<file path="src/rtl/qfg_pkg.sv">
`timescale 1ns/1ps
package qfg_pkg;
    localparam int FRAME_BITS = 200;
    localparam int BPS        = 2;
    localparam int HDR_CHIPS  = 13;
    localparam int HDR_BITS   = 2 * HDR_CHIPS;
    localparam int CHAR_BITS  = 7;
    localparam int TEXT_CHARS = 15;
    localparam int TEXT_BITS  = CHAR_BITS * TEXT_CHARS;
    localparam int IDX_W      = $clog2(FRAME_BITS + BPS);
    localparam int CNT_W      = 7;
    localparam int CNT_LAST   = 99;
    localparam int SCR_LEN    = 15;
    localparam int SCR_TAP_A  = 13;
    localparam int SCR_TAP_B  = 14;
    localparam int PRBS_LEN   = 9;
    localparam int PRBS_TAP_A = 8;
    localparam int PRBS_TAP_B = 4;
    localparam int CHIP_W     = $clog2(HDR_CHIPS);
    localparam int CHR_W      = $clog2(TEXT_CHARS);

    // chip k at bit k; bit 1 marks a negative chip
    localparam logic [HDR_CHIPS-1:0] PREAMBLE = 13'b0101001100000;

    function automatic logic [CHAR_BITS-1:0] msg_char(input logic [CHR_W-1:0] k,
                                                      input logic [CNT_W-1:0] cnt);
        logic [CHAR_BITS-1:0] c;
        case (k)
            4'd0:    c = 7'h48;
            4'd1:    c = 7'h65;
            4'd2:    c = 7'h6C;
            4'd3:    c = 7'h6C;
            4'd4:    c = 7'h6F;
            4'd5:    c = 7'h20;
            4'd6:    c = 7'h77;
            4'd7:    c = 7'h6F;
            4'd8:    c = 7'h72;
            4'd9:    c = 7'h6C;
            4'd10:   c = 7'h64;
            4'd11:   c = 7'h20;
            4'd13:   c = 7'h30 + (cnt / 7'd10);
            4'd14:   c = 7'h30 + (cnt % 7'd10);
            default: c = 7'h30;
        endcase
        return c;
    endfunction
endpackage

</file>
<file path="src/rtl/qfg_bit_lane.sv">
`timescale 1ns/1ps
module qfg_bit_lane
    import qfg_pkg::*;
(
    input  logic [IDX_W-1:0]    idx_i,
    input  logic [CNT_W-1:0]    cnt_i,
    input  logic [SCR_LEN-1:0]  scr_i,
    input  logic [PRBS_LEN-1:0] prbs_i,
    output logic                bit_o,
    output logic [SCR_LEN-1:0]  scr_o,
    output logic [PRBS_LEN-1:0] prbs_o
);
    logic [IDX_W-1:0]     pos;
    logic [IDX_W-1:0]     chr;
    logic [IDX_W-1:0]     rem;
    logic [2:0]           bsel;
    logic [CHAR_BITS-1:0] ch;
    logic [CHIP_W-1:0]    chip;
    logic                 raw;
    logic                 fb;

    always_comb begin
        pos    = idx_i - IDX_W'(HDR_BITS);
        chr    = pos / IDX_W'(CHAR_BITS);
        rem    = pos % IDX_W'(CHAR_BITS);
        bsel   = 3'd6 - rem[2:0];
        ch     = msg_char(chr[CHR_W-1:0], cnt_i);
        chip   = idx_i[CHIP_W:1];
        fb     = prbs_i[PRBS_TAP_A] ^ prbs_i[PRBS_TAP_B];
        raw    = 1'b0;
        scr_o  = scr_i;
        prbs_o = prbs_i;
        bit_o  = 1'b0;
        if (idx_i < IDX_W'(HDR_BITS)) begin
            // preamble: clear, and seed the scrambler history for the payload
            bit_o = PREAMBLE[chip];
            scr_o = '1;
        end else begin
            if (pos < IDX_W'(TEXT_BITS)) begin
                raw = ch[bsel];
            end else begin
                raw    = fb;
                prbs_o = {prbs_i[PRBS_LEN-2:0], fb};
            end
            bit_o = raw ^ scr_i[SCR_TAP_A] ^ scr_i[SCR_TAP_B];
            scr_o = {scr_i[SCR_LEN-2:0], bit_o};
        end
    end
endmodule

</file>
<file path="src/rtl/qpsk_frame_gen.sv">
`timescale 1ns/1ps
module qpsk_frame_gen
    import qfg_pkg::*;
#(
    parameter int                       DATA_W = 16,
    parameter logic signed [DATA_W-1:0] AMP    = 16'sd11585
) (
    input  logic                     clk,
    input  logic                     rst_n,
    input  logic                     sym_ready,
    output logic                     sym_valid,
    output logic signed [DATA_W-1:0] sym_i,
    output logic signed [DATA_W-1:0] sym_q,
    output logic                     sym_sof
);
    typedef struct packed {
        logic [IDX_W-1:0]          idx;
        logic [CNT_W-1:0]          cnt;
        logic [SCR_LEN-1:0]        scr;
        logic [PRBS_LEN-1:0]       prbs;
        logic                      valid;
        logic                      sof;
        logic signed [DATA_W-1:0]  i;
        logic signed [DATA_W-1:0]  q;
    } gen_state_t;

    gen_state_t st_q, st_d;

    logic [IDX_W-1:0]    lane_idx  [BPS];
    logic [SCR_LEN-1:0]  lane_scr  [BPS+1];
    logic [PRBS_LEN-1:0] lane_prbs [BPS+1];
    logic [BPS-1:0]      lane_bit;

    assign lane_scr[0]  = st_q.scr;
    assign lane_prbs[0] = st_q.prbs;

    // one lane per bit of a symbol, chained so each sees its predecessor's state
    for (genvar k = 0; k < BPS; k++) begin : g_lane
        assign lane_idx[k] = st_q.idx + IDX_W'(k);
        qfg_bit_lane u_lane (
            .idx_i  (lane_idx[k]),
            .cnt_i  (st_q.cnt),
            .scr_i  (lane_scr[k]),
            .prbs_i (lane_prbs[k]),
            .bit_o  (lane_bit[k]),
            .scr_o  (lane_scr[k+1]),
            .prbs_o (lane_prbs[k+1])
        );
    end

    logic             load;
    logic [IDX_W-1:0] idx_step;

    always_comb begin
        st_d     = st_q;
        load     = !st_q.valid || sym_ready;
        idx_step = st_q.idx + IDX_W'(BPS);
        if (load) begin
            st_d.valid = 1'b1;
            st_d.sof   = (st_q.idx == '0);
            st_d.i     = lane_bit[0]     ? -AMP : AMP;
            st_d.q     = lane_bit[BPS-1] ? -AMP : AMP;
            st_d.scr   = lane_scr[BPS];
            st_d.prbs  = lane_prbs[BPS];
            if (idx_step >= IDX_W'(FRAME_BITS)) begin
                st_d.idx = '0;
                st_d.cnt = (st_q.cnt == CNT_W'(CNT_LAST)) ? '0 : st_q.cnt + 1'b1;
            end else begin
                st_d.idx = idx_step;
            end
        end
    end

    always_ff @(posedge clk) begin
        if (!rst_n) begin
            st_q.idx   <= '0;
            st_q.cnt   <= '0;
            st_q.scr   <= '1;
            st_q.prbs  <= '1;
            st_q.valid <= 1'b0;
            st_q.sof   <= 1'b0;
            st_q.i     <= '0;
            st_q.q     <= '0;
        end else begin
            st_q <= st_d;
        end
    end

    assign sym_valid = st_q.valid;
    assign sym_i     = st_q.i;
    assign sym_q     = st_q.q;
    assign sym_sof   = st_q.sof;

    AST_HOLD_ON_STALL: assert property (@(posedge clk) disable iff (!rst_n)
        sym_valid && !sym_ready |=> sym_valid && $stable(sym_i) && $stable(sym_q) && $stable(sym_sof));
    AST_VALID_STAYS: assert property (@(posedge clk) disable iff (!rst_n)
        sym_valid |=> sym_valid);
    AST_LEVEL_PM_D: assert property (@(posedge clk) disable iff (!rst_n)
        sym_valid |-> (sym_i == AMP || sym_i == -AMP) && (sym_q == AMP || sym_q == -AMP));
    AST_SOF_PREAMBLE: assert property (@(posedge clk) disable iff (!rst_n)
        sym_valid && sym_sof |-> sym_i == AMP && sym_q == AMP);
    AST_CNT_RANGE: assert property (@(posedge clk) disable iff (!rst_n)
        st_q.cnt <= CNT_W'(CNT_LAST));
endmodule

</file>
<file path="config.mk">
export PLATFORM = sky130hd
export DESIGN_NAME = qpsk_frame_gen
export DESIGN_NICKNAME = d
export VERILOG_FILES = /design/src/rtl/qfg_pkg.sv /design/src/rtl/qfg_bit_lane.sv /design/src/rtl/qpsk_frame_gen.sv
export SDC_FILE = /design/constraint.sdc
export NUM_CORES = 1
export LEC_CHECK = 0
export BUFFER_PORTS_ARGS = -buffer_cell sky130_fd_sc_hd__clkbuf_2
export CORE_MARGIN = 5
export CORE_UTILIZATION = 50
export CTS_BUF_LIST = sky130_fd_sc_hd__clkbuf_4 sky130_fd_sc_hd__clkbuf_8
export CTS_CLUSTER_SIZE = 25
export DETAILED_ROUTE_END_ITERATION = 10
export GPL_TIMING_DRIVEN = 0
export MAX_ROUTING_LAYER = met4
export PLACE_DENSITY_LB_ADDON = 0.3
export SYNTH_ARGS = -nofsm -noshare
export SYNTH_HDL_FRONTEND = slang
export SYNTH_HIERARCHICAL = 1
export SYNTH_SLANG_ARGS = --single-unit
</file>
<file path="constraint.sdc">
create_clock -name clk -period 14.2 [get_ports clk]
set_input_delay 1.42 -clock clk [delete_from_list [all_inputs] [get_ports clk]]
set_output_delay 1.42 -clock clk [all_outputs]
set_load 0.005 [all_outputs]
</file>
; After elaboration in Yosys (flattened, before gate mapping)
; Memories as Yosys holds them, arrays and structs flattened. A register that Yosys moved wholly into a read port is not among the register bits.
; Cells that the tools add are included.
[totals]
out_inout_bits = 34
register_bits = 73
word_cells = 105
inputBits = 3
rom_bits = 32
mem_count = 2
[memory_table]
columns = memory, depth, word_bits, rd, rd_clocked_by_memory_dff, write_ports, line_no
row1 = (name not given), 16, 1, 1, 0, 0, qfg_bit_lane.sv:36  ; bit_o = PREAMBLE[chip];
row2 = (name not given), 16, 1, 1, 1, 0, qfg_bit_lane.sv:36
[classes]
bitwise = 6
div_mod_pow = 6
reduce_logical = 12
n_lt_le_gt_ge = 9
n_eq_ne = 27
add_sub_neg = 9
n_mux = 26
[ops]
columns = operator, count
row1 = $pmux 7 s10, 2
row2 = $eq 4x4->1 const B, 12
row3 = $mux 9, 4
row4 = $eq 4x3->1 const B, 8
row5 = $mux 16, 2
row6 = $mux 15, 2
row7 = $div 8x3->8 const B, 2
row8 = $eq 4x2->1 const B, 4
row9 = $lt 8x5->1 const B, 2
row10 = $lt 8x7->1 const B, 2
row11 = $mod 8x3->8 const B, 2
row12 = $sub 8x5->8 const B, 2
row13 = $add 6x7->7 const A, 2
row14 = $lt 4x5->1 const B, 2
row15 = $mux 1, 10
row16 = $add 8x1->8 const B, 1
row17 = $add 8x2->8 const B, 1
row18 = $eq 4x1->1 const B, 2
row19 = $ge 8x8->1 const B, 1
row20 = $logic_not 4->1, 2
row21 = $logic_not 8->1, 1
row22 = $lt 3x4->1 const B, 2
row23 = $mux 4, 2
row24 = $mux 8, 1
row25 = other kinds (13), 24

; Depth between registers and ports, before layout
; Gate-level depths: netlist of the first run.
[depth]
depth_word = 16
ltp_mapped = 41
mapped_depth_nobuf = 35

; By module
; Netlist of the first run, hierarchy kept.
[modules_own_cells]
columns = module, seq_area_each_um2, cells_per_inst, instances, area_per_inst_um2
row1 = qfg_bit_lane (g_lane[0].u_lane), 0.0, 381, 1, 2767.7
row2 = qfg_bit_lane (g_lane[1].u_lane), 0.0, 354, 1, 2494.9
row3 = qpsk_frame_gen, 880.8, 271, 1, 2172.1

; Worst setup path after synthesis of the first run
; No wires, ideal clock.
[synth_timing]
path_kind = reg2reg
from = register st_q[67] (netlist bit)
to = register st_q (netlist bit sym_q[13])
arrival_ns = 7.744
required_time_ns = 14.135
setup_ns = 0.065
setup_slack_ns = 6.391
period_less_slack_ns = 7.809
path_buffers = 4
path_stages_with_launch = 38
cell_sequence = dfxtp_1 inv_1 ha_1 nand3b_2 xnor2_2 inv_2 ha_1 buf_2 or3_1 o21a_1 a31oi_1 a2bb2oi_2 a22o_1 inv_1 ha_1 buf_1 a21boi_0 a221oi_4 [2 not listed] xnor2_1 ha_1 inv_1 o32ai_1 or2_1 o21a_1 buf_6 mux2_2 ha_1 a31oi_1 o21ai_0 a311o_1 o211a_1 or2_1 o221a_1 nand2_1 o21ai_0 nor2_1
[synth_between]
elab_chain_len = 14
elab_cells_between_ends = 42
classes_between = 4 x add/sub / 2 x div / 4 x order compare / 13 x eq/ne / 11 x mux / 3 x bitwise / 4 x reduce/logical / 1 x memory
[synth_rtl]
columns = item, line_no
row1 = from (decl), qpsk_frame_gen.sv:27  ; gen_state_t st_q, st_d;
row2 = from (signal assigned), qpsk_frame_gen.sv:85  ; st_q <= st_d;
row3 = $add 8x1->8, qpsk_frame_gen.sv:39  ; assign lane_idx[k] = st_q.idx + IDX_W'(k);
row4 = $sub 8x5->8, qfg_bit_lane.sv:23  ; pos = idx_i - IDX_W'(HDR_BITS);
row5 = $div 8x3->8, qfg_bit_lane.sv:24  ; chr = pos / IDX_W'(CHAR_BITS);
row6 = "$eq 4x2->1, or another cell as far along", qfg_pkg.sv:28  ; case (k)
row7 = $reduce_or 3->1 (no source line) or $reduce_or 2->1 (tied branches), --
row8 = $pmux 7 s10, qfg_pkg.sv:28
row9 = $bmux 1 s3, qfg_bit_lane.sv:40  ; raw = ch[bsel];
row10 = $mux 1 (not written as such), qfg_bit_lane.sv:40
row11 = $mux 1, qfg_bit_lane.sv:39  ; if (pos < IDX_W'(TEXT_BITS)) begin
row12 = $mux 1, qfg_bit_lane.sv:34  ; if (idx_i < IDX_W'(HDR_BITS)) begin
row13 = $xor 1x1->1 (2 in a row), qfg_bit_lane.sv:45  ; bit_o = raw ^ scr_i[SCR_TAP_A] ^ scr_i[SCR_TAP_B];
row14 = $mux 1 (*), qfg_bit_lane.sv:34
row15 = named net lane_bit[1], qpsk_frame_gen.sv:32  ; logic [BPS-1:0] lane_bit;
row16 = $mux 16 (*), qpsk_frame_gen.sv:62  ; st_d.q = lane_bit[BPS-1] ? -AMP : AMP;
; Mark *: on every way through the listed nets, which the timed path passes. The rest lies on a longest branch. The select of a mux whose other input is x is not followed.
; A chain may end at the register's enable or synchronous reset.

; Worst setup path in the final report of the first run
; Ends and elaborated chain as after synthesis.

==> results of run 1 <==
## critical path: cells and delay by family, from the launching register on
kind | cells | cell delay [ns]
flip-flops | 1 | 0.85
XOR/XNOR | 2 | 0.53
AND/OR/NAND/NOR | 7 | 1.67
adder cells (fa/ha/maj) | 5 | 1.22
AO/OA/AOI/OAI | 14 | 3.27
multiplexers | 1 | 0.34
buffers and inverters | 8 | 1.35
## per-stage QoR
| stage | utilization [%] | area [sq um] | setup WS (ns) | cells |
|---|---|---|---|---|
| after global routing | 54.85 | 7971 | 4.153 | 1237 |
| after detailed placement | 54.05 | 7856 | 5.012 | 1229 |
| final | 54.85 | 7971 | 4.895 | 1237 |
| after global placement | 54.05 | 7856 | 5.106 | 1229 |
| after CTS | 54.85 | 7971 | 4.958 | 1237 |
| after floorplan | - | 7446 | 6.391 | 1009 |
## flip-flops by register name, indices dropped and copies added, names as in the netlist
register / cells
lane_prbs: 9
sym_i: 3
st_q: 14
lane_scr: 15
sym_q: 2
sym_sof: 1
## placed cells by master (no fill, tap or decap), types with 16 or more instances in the layout
| cell | n |
|---|---|
| a211oi_1 | 18 |
| a21oi_1 | 50 |
| buf_4 | 38 |
| clkbuf_1 | 31 |
| clkbuf_2 | 36 |
| dfxtp_1 | 44 |
| ha_1 | 23 |
| inv_1 | 24 |
| mux2_2 | 25 |
| nand2_1 | 124 |
| nand2b_1 | 39 |
| nand3_1 | 62 |
| nor2_1 | 51 |
| nor3_1 | 33 |
| o21ai_0 | 57 |
| xnor2_1 | 16 |
## layout make-up
type / instances / area (sq um)
Timing Repair Buffer: 36 / 180.2
Fill cell: 1445 / 6563
Clock inverter: 3 / 46.29
Inverter: 28 / 105.1
Sequential cell: 44 / 880.8
Clock buffer: 5 / 68.82
Tap cell: 184 / 230.2
Buffer: 101 / 650.6
Multi-Input combinational cell: 836 / 5809
## worst max-delay path by stage
| stage | from | end |
|---|---|---|
| floorplan | st_q[67] | sym_q[13] |
| global placement | st_q[67] | sym_q[13] |
| detailed placement | st_q[67] | sym_q[13] |
| CTS | st_q[67] | sym_q[13] |
| global route | st_q[67] | sym_q[13] |
| finish | st_q[67] | sym_q[13] |
## routing by layer
layer | track usage (%) | vias up | routed length (um)
met3 | 2.176 | 54 | 968
met2 | 36.27 | 257 | 9262
met4 | 8.000 | 0 | 638
met5 | - | - | 0
li1 | - | 3837 | -
met1 | 28.63 | 3657 | 8870
## power by group
part           total [mW]  switching (mW)  internal (mW)
Combinational       0.330           0.197          0.133
Sequential          0.136         0.00754          0.129
Clock               0.101          0.0479         0.0531
Total               0.567           0.253          0.314
## cells by family after synthesis
family | Yosys count | share of synthesized area (%)
AOI/OAI and AO/OA | 328 | 34.55
xor gates and xnor gates | 29 | 3.921
adders and majority gates | 25 | 4.140
buffers and inverters | 129 | 10.16
DFF | 44 | 11.85
muxes | 34 | 5.066
other | 2 | 0.1010
and+or+nand+nor | 415 | 30.21
==> flow_summary.yaml, run 1 <==
run_status:
  status: "complete, no violations"
synth:
  synth.largest_area_cell: "dfxtp_1"
  synth_edf_count: 0
  synth_commonest_cells: "124 x nand2_1, 62 x nand3_1, 57 x o21ai_0, 51 x nor2_1, 50 x a21oi_1"
  synthArstFlopShare_pct: 0
  yosys-top-cells-area: "dfxtp_1 12%, nand2_1 6.3%, nand3_1 4.2%, ha_1 3.9%, o21ai_0 3.8%"
  synth_top_area_share_pct: 11.85
  yosys_warnings: 6
  post-synth-top-count-cell: "nand2_1"
  syn_inst: 1006
  avgSynthCellArea_sq_um: 7.390
  yosysUniqueCellTypes: 118
  synth-seq-area-share_pct: 11.85
  synth-main-ff-cell: "dfxtp_1"
  syn_area_sq_um: 7435
  synth.ff_latch_count: 44
clocking:
  clkTransAtPathRegs_ns: 0.09
  cts.path.max_buffers: 2
  clockRootBuffer: "clkbuf_8"
  cts_buffers: 5
  clkSinkCount: 44
  post_cts_buffers: 0
  cts-htree-levels: 2
  postCtsHoldBufs: 0
  cts_resized: 0
  cts_tree: "yes"
  worstSkewPairLatency_ns: 0.30
sta:
  drv_slew: 0
  hold-worst-slack_ns: 0.4678
  maxClockFrequency_mhz: 107.5
  fin_skew_ns: 0.005899
  final_hold_viol_count: 0
  relSlewSlack_pct: 13.21
  period_share_pct: 65.53
  setup_violations: 0
  rsz0062_at_grt: "no"
  tns_ns: 0
  worst_pin_slew_ns: 1.291
  fin_crit_ns: 9.305
routing:
  routed_via_density: 6.310
  drt_iter0_drc: 561
  vias: 7805
  drc: 0
  first_pass_iters: 5
  routed_wl_mm: 19.74
  wl_per_cell_um: 15.96
  postRouteAntennaNets: 0
power:
  vdd_drop_max_mv: 0.07401
  cellPowerDensity_nw_per_um2: 71.12
  leakage_nw: 3.118
  power_mw: 0.5669
worst_hold_path:
  holdPathStages: 2
  min_to: "lane_scr[40]"
  worstHoldStart: "lane_scr[40]"
  hp-class: "reg -> reg"
floorplan:
  die_h_um: 131.9
  core-area_sq_um: 14530
  die-area_sq_um: 17410
  ios: 37
  start_util_pct: 51.15
  rows: 44
  dieWidth_um: 131.9
critical_path:
  path_common_cell: "ha_1"
  required_ns: 14.44
  crit_arrival_ns: 9.54
  r2r_slack_ns: 4.90
  crit_path_start_kind: "flop"
  critPathKind: "reg -> reg"
  r2r_start: "st_q[67]"
  critPathMaxFanout: 24
  crit_path_end_kind: "flop"
  cp_slowest_cell: "dfxtp_1"
  rr_endpoint: "sym_q[13]"
  cp_slowest_stage_delay_ns: 0.85
  rr_worst_depth: 37
final_layout:
  finalNetCount: 1078
  syn_to_final_growth_pct: 7.220
  drive_gt1_share_pct: 20.42
  diodes: 0
global_routing:
  grt-ovfl-total: 0
  grt_use_total_pct: 22.24
  antenna_found_initial: 0
  grt_pass1_vias: 7198
  grt_max_degree: 25
  grt_pass1_wl_mm: 33.75
placement:
  gp_congestion: 0.9379
  hpwl_mm: 14.91
  portBuffers: 36
flow_run:
  max_cap_violations: 0
Power figures use the tool's default switching activity.
==> run 2, diff against run 1 <==
- clock period: 14.2 -> 7.6 ns (I/O delays scaled with it)
==> run 2 against run 1 <==
Count of clock-buffer cells in the layout grew 1; die area unchanged; final cell count up 1.1%; combinational power is 110% higher; hold slack improved by 0.0021 ns; largest power group unchanged; critical path depth unchanged; maximum frequency grew 28%; worst setup slack worse by 4.6 ns; utilization rose by 2.9 points; sequential share of layout area decreased by 0.44 points.
==> flow_summary.yaml, run 2 (synthesis gave the netlist of run 1 again) <==
placement:
  pre_cts_ws_ns: -1.176
  portBuffers: 36
  gp_congestion: 0.9566
  hpwl_mm: 14.38
sta:
  fin_ws_ns: 0.3267
  drv_slew: 0
  tns_ns: 0
  relSlewSlack_pct: 19.33
  period_share_pct: 95.70
  maxClockFrequency_mhz: 137.5
  worst_pin_slew_ns: 1.200
  fin_skew_ns: 0.002465
  final_hold_viol_count: 0
  fin_crit_ns: 7.273
  setup_violations: 0
critical_path:
  r2r_start: "st_q[66]"
  critPathTopFamily: "compound AO/OA/AOI/OAI gates"
  crit_path_start_kind: "flop"
  crit_arrival_ns: 7.52
  cp_slowest_cell: "dfxtp_4"
  cp_num_buf_inv: 8
  r2r_slack_ns: 0.33
  crit_start: "st_q[66]"
  rr_worst_depth: 37
  cp_slowest_stage_delay_ns: 0.39
  worstSetupPathDepth: 37
  rr_endpoint: "sym_q[13]"
  critPathMaxFanout: 10
  required_ns: 7.85
  endpoint: "sym_q[13]"
  crit_path_end_kind: "flop"
  critPathKind: "reg -> reg"
final_layout:
  diodes: 0
  syn_to_final_growth_pct: 12.91
  finalNetCount: 1092
  final_cell_mix: "124 x nand2_1, 61 x nand3_1, 60 x buf_4"
  largest_reg_flops: 15
  final_common_cell: "nand2_1"
  drive_gt1_share_pct: 24.93
floorplan:
  dieWidth_um: 131.9
  core-area_sq_um: 14530
  rows: 44
  die-area_sq_um: 17410
  die_h_um: 131.9
  ios: 37
  start_util_pct: 51.15
worst_hold_path:
  worstHoldStart: "lane_scr[34]"
  holdPathStages: 2
  hp-class: "reg -> reg"
power:
  leakage_nw: 3.294
  vdd_drop_max_mv: 0.1489
  power_mw: 1.146
  cellPowerDensity_nw_per_um2: 136.6
clocking:
  worstSkewPairLatency_ns: 0.31
  clkSinkCount: 44
  cts_buffers: 5
  cts-htree-levels: 2
  cts_tree: "yes"
  clkTransAtPathRegs_ns: 0.09
  clockRootBuffer: "clkbuf_8"
  cts.path.max_buffers: 2
global_routing:
  use_met2_pct: 34.36
  grt_use_total_pct: 21.88
  grt_max_degree: 25
  grtUsageMet1_pct: 30.16
  grt_pass1_vias: 6958
  grt-ovfl-total: 0
  gr-max-usage-layer: "met2"
  gr-usage-met3_pct: 1.298
  grt_pass1_wl_mm: 33.24
  antenna_found_initial: 0
routing:
  drt_iter0_drc: 829
  routed_via_density: 6.301
  first_pass_iters: 5
  wl_per_cell_um: 16.10
  postRouteAntennaNets: 0
  vias: 7883
  drc: 0
  routed_wl_mm: 20.15
run_status:
  status: "complete, no violations"
flow_run:
  max_cap_violations: 0
==> run 2: area by class of cell <==
class	count	area (sq um)
plain buffers	95	634.4
multi-input cells	836	6082
clock inverters	2	38.79
inverters	28	105.1
well taps	184	230.2
fillers	1347	6140
clock buffers	6	82.58
flip-flops and latches	44	890.9
repair buffers	56	330.3
==> run 2: power breakdown <==
| group | switching (mW) | internal, mW |
|---|---|---|
| registers | 0.0117 | 0.241 |
| clock network | 0.0888 | 0.108 |
| logic | 0.400 | 0.297 |
| total | 0.501 | 0.645 |
==> run 2: worst min path at each step <==
stage,endpoint,slack (ns)
2_1_floorplan,lane_scr[30],0.43
3_3_place_gp,lane_scr[34],0.44
4_1_cts,lane_scr[42],0.47
5_1_grt,lane_scr[41],0.49
6_report,lane_scr[34],0.47
3_5_place_dp,lane_scr[35],0.45
==> run 2: metrics by stage <==
| stage | cell area [sq um] | util [%] | cells | hold WS, ns |
|---|---|---|---|---|
| 2_1_floorplan | 7450 | - | 1009 | 0.4318 |
| 3_3_place_gp | 7860 | 54.08 | 1229 | 0.4430 |
| 3_5_place_dp | 7860 | 54.08 | 1229 | 0.4452 |
| 4_1_cts | 8152 | 56.09 | 1240 | 0.4706 |
| 5_1_grt | 8394 | 57.76 | 1251 | 0.4862 |
| 6_report | 8394 | 57.76 | 1251 | 0.4699 |
==> run 2: tightest hold or removal path, cell delays in order (launching register included) <==
cell and delay, ns:
dfxtp_1 0.33, nand2_1 0.05, nand3_1 0.07
==> run 2: what timing repair did <==
action / in CTS / in global routing
endpoints found under the setup margin: 6 / 6
resized for setup: 28 / 30
buffers inserted: 7 / 13
cloned: 0 / 0
hold buffers: 0 / 0
pin swaps: 3 / 12
==> run 2: per-layer routing <==
metal	part of all wire (%)	wire, um
met4	2.3	459
met2	47	9424
met1	46	9283
met3	4.9	979
met5	0	0
==> run 3, diff against run 2 <==
- clock period: 7.6 -> 5.99 ns (I/O delays scaled with it)
==> run 3 against run 2 <==
The run now ends with negative setup slack left; first-iteration DRC count increased by 0.48%; die area stayed put; worst setup slack worse by 0.73 ns; final cell count up 5.8%; design area is 15% higher; non-clock buffer count increased by 72; combinational power rose by 73%; sequential cell count did not move.
==> flow_summary.yaml, run 3 (synthesis gave the netlist of run 1 again) <==
sta:
  fin_crit_ns: 6.389
  period_share_pct: 106.7
  setup_violations: 6
  worst_pin_slew_ns: 1.191
  final_hold_viol_count: 0
  maxClockFrequency_mhz: 156.5
  rsz0062_at_grt: "yes"
  fin_skew_ns: 0.007352
  drv_slew: 0
  fin_ws_ns: -0.3985
  relSlewSlack_pct: 19.95
critical_path:
  rr_worst_depth: 33
  required_ns: 6.16
  crit_path_end_kind: "flop"
  critPathKind: "reg -> reg"
  cp_num_buf_inv: 7
  critPathMaxFanout: 10
  crit_path_start_kind: "flop"
  crit_arrival_ns: 6.56
  r2r_start: "st_q[66]"
  crit_start: "st_q[66]"
  r2r_slack_ns: -0.40
  worstSetupPathDepth: 33
  rr_endpoint: "sym_i[13]"
  cp_slowest_stage_delay_ns: 0.38
  critPathTopFamily: "compound AO/OA/AOI/OAI gates"
  cp_slowest_cell: "dfxtp_4"
final_layout:
  final_cell_area_sq_um: 9676
  final_common_cell: "buf_4"
  drive_gt1_share_pct: 35.47
  largest_reg_flops: 15
  fin_util_pct: 66.57
  finalNetCount: 1164
  diodes: 0
  final_cell_mix: "123 x buf_4, 115 x nand2_1, 58 x nand3_1"
  syn_to_final_growth_pct: 30.14
routing:
  vias: 8346
  drt_iter0_drc: 833
  routed_wl_mm: 22.48
  routed_via_density: 6.308
  first_pass_iters: 5
  postRouteAntennaNets: 0
  wl_per_cell_um: 16.99
  drc: 0
clocking:
  postCtsHoldBufs: 0
  clockRootBuffer: "clkbuf_8"
  clkTransAtPathRegs_ns: 0.09
  worstSkewPairLatency_ns: 0.30
  cts_buffers: 5
  cts_tree: "yes"
  cts.path.max_buffers: 2
  cts-htree-levels: 2
  clkSinkCount: 44
global_routing:
  grt_use_total_pct: 24.38
  grt_pass1_wl_mm: 36.80
  grt_pass1_vias: 7643
  grt_max_degree: 16
  antenna_found_initial: 0
  grt-ovfl-total: 0
floorplan:
  start_util_pct: 51.15
  core-area_sq_um: 14530
  die_h_um: 131.9
  dieWidth_um: 131.9
  rows: 44
  die-area_sq_um: 17410
  ios: 37
power:
  vdd_drop_max_mv: 0.2053
  leakage_nw: 3.816
  cellPowerDensity_nw_per_um2: 178.7
placement:
  place_area_sq_um: 8283
  hpwl_mm: 15.01
  portBuffers: 36
  gp_congestion: 0.9251
worst_hold_path:
  holdPathStages: 2
  hp-class: "reg -> reg"
  min_to: "lane_scr[32]"
  worstHoldStart: "lane_scr[32]"
run_status:
  status: "finished with violations"
  violations: "negative setup slack"
flow_run:
  max_cap_violations: 0
[run 3: cell count changes in the layout (fill, tap and decap cells not counted), sizes merged]
cell      before  now
buf           83  157
bufinv         1    0
clkbuf        74   73
clkinv         2    1
clkinvlp       0    1
[run 3: worst max path at each step]
stage,endpoint,slack (ns)
6_report,sym_i[13],-0.40
4_1_cts,sym_q[13],-0.33
5_1_grt,sym_q[13],-0.62
3_3_place_gp,sym_q[13],-1.65
2_1_floorplan,lane_scr[31],-0.15
3_5_place_dp,sym_q[13],-1.78
[run 3: worst register-to-register path, delay by kind of cell, from the launching register on]
family / cells / cell delay (ns)
XOR/XNOR: 2 / 0.28
multiplexers: 1 / 0.29
adder cells (fa/ha/maj): 3 / 0.75
buffers and inverters: 7 / 1.02
flip-flops: 1 / 0.38
AO/OA/AOI/OAI: 11 / 2.29
AND/OR/NAND/NOR: 9 / 1.26
[run 3: metal layers]
metal | global-route usage [%] | routed length (um) | vias to the layer above
met5 | - | 0 | -
met4 | 5.943 | 477 | 0
met3 | 2.595 | 1525 | 51
met2 | 39.28 | 10710 | 383
met1 | 32.83 | 9773 | 3880
li1 | - | - | 4032
[run 3: power by group]
part	internal (mW)	switching (mW)	total [mW]	leakage [nW]
combinational	0.575	0.632	1.21	3.40
clock	0.0984	0.106	0.205	0.0479
sequential	0.304	0.0126	0.317	0.365
total	0.978	0.751	1.73	3.82
[run 3: repair_timing]
action | 4_1_cts | 5_1_grt
resized for setup | 77 | 44
pin swaps | 58 | 55
setup endpoints to repair | 6 | 6
setup buffers | 71 | 24
[run 3: metrics by stage]
stage | setup slack, ns | instances | setup TNS (ns) | power (mW) | hold WS [ns]
global route | -0.6176 | 1323 | -3.285 | 1.821 | 0.4907
CTS | -0.3324 | 1301 | -1.507 | 1.604 | 0.4692
floorplan | -0.1478 | 1009 | -0.5363 | 1.019 | 0.4318
global placement | -1.648 | 1229 | -8.043 | 1.173 | 0.4430
detailed placement | -1.780 | 1229 | -8.647 | 1.180 | 0.4454
finish | -0.3985 | 1323 | -2.007 | 1.729 | 0.4685
[run 3: cell type report]
cell class                      count  area (sq um)
Sequential cell                    44         899.6
Multi-Input combinational cell    836          6711
Fill cell                        1226          4858
Clock inverter                      1         7.507
Clock buffer                        7         90.09
Buffer                             92         639.4
Timing Repair Buffer              131         974.7
Tap cell                          184         230.2
Inverter                           28         122.6
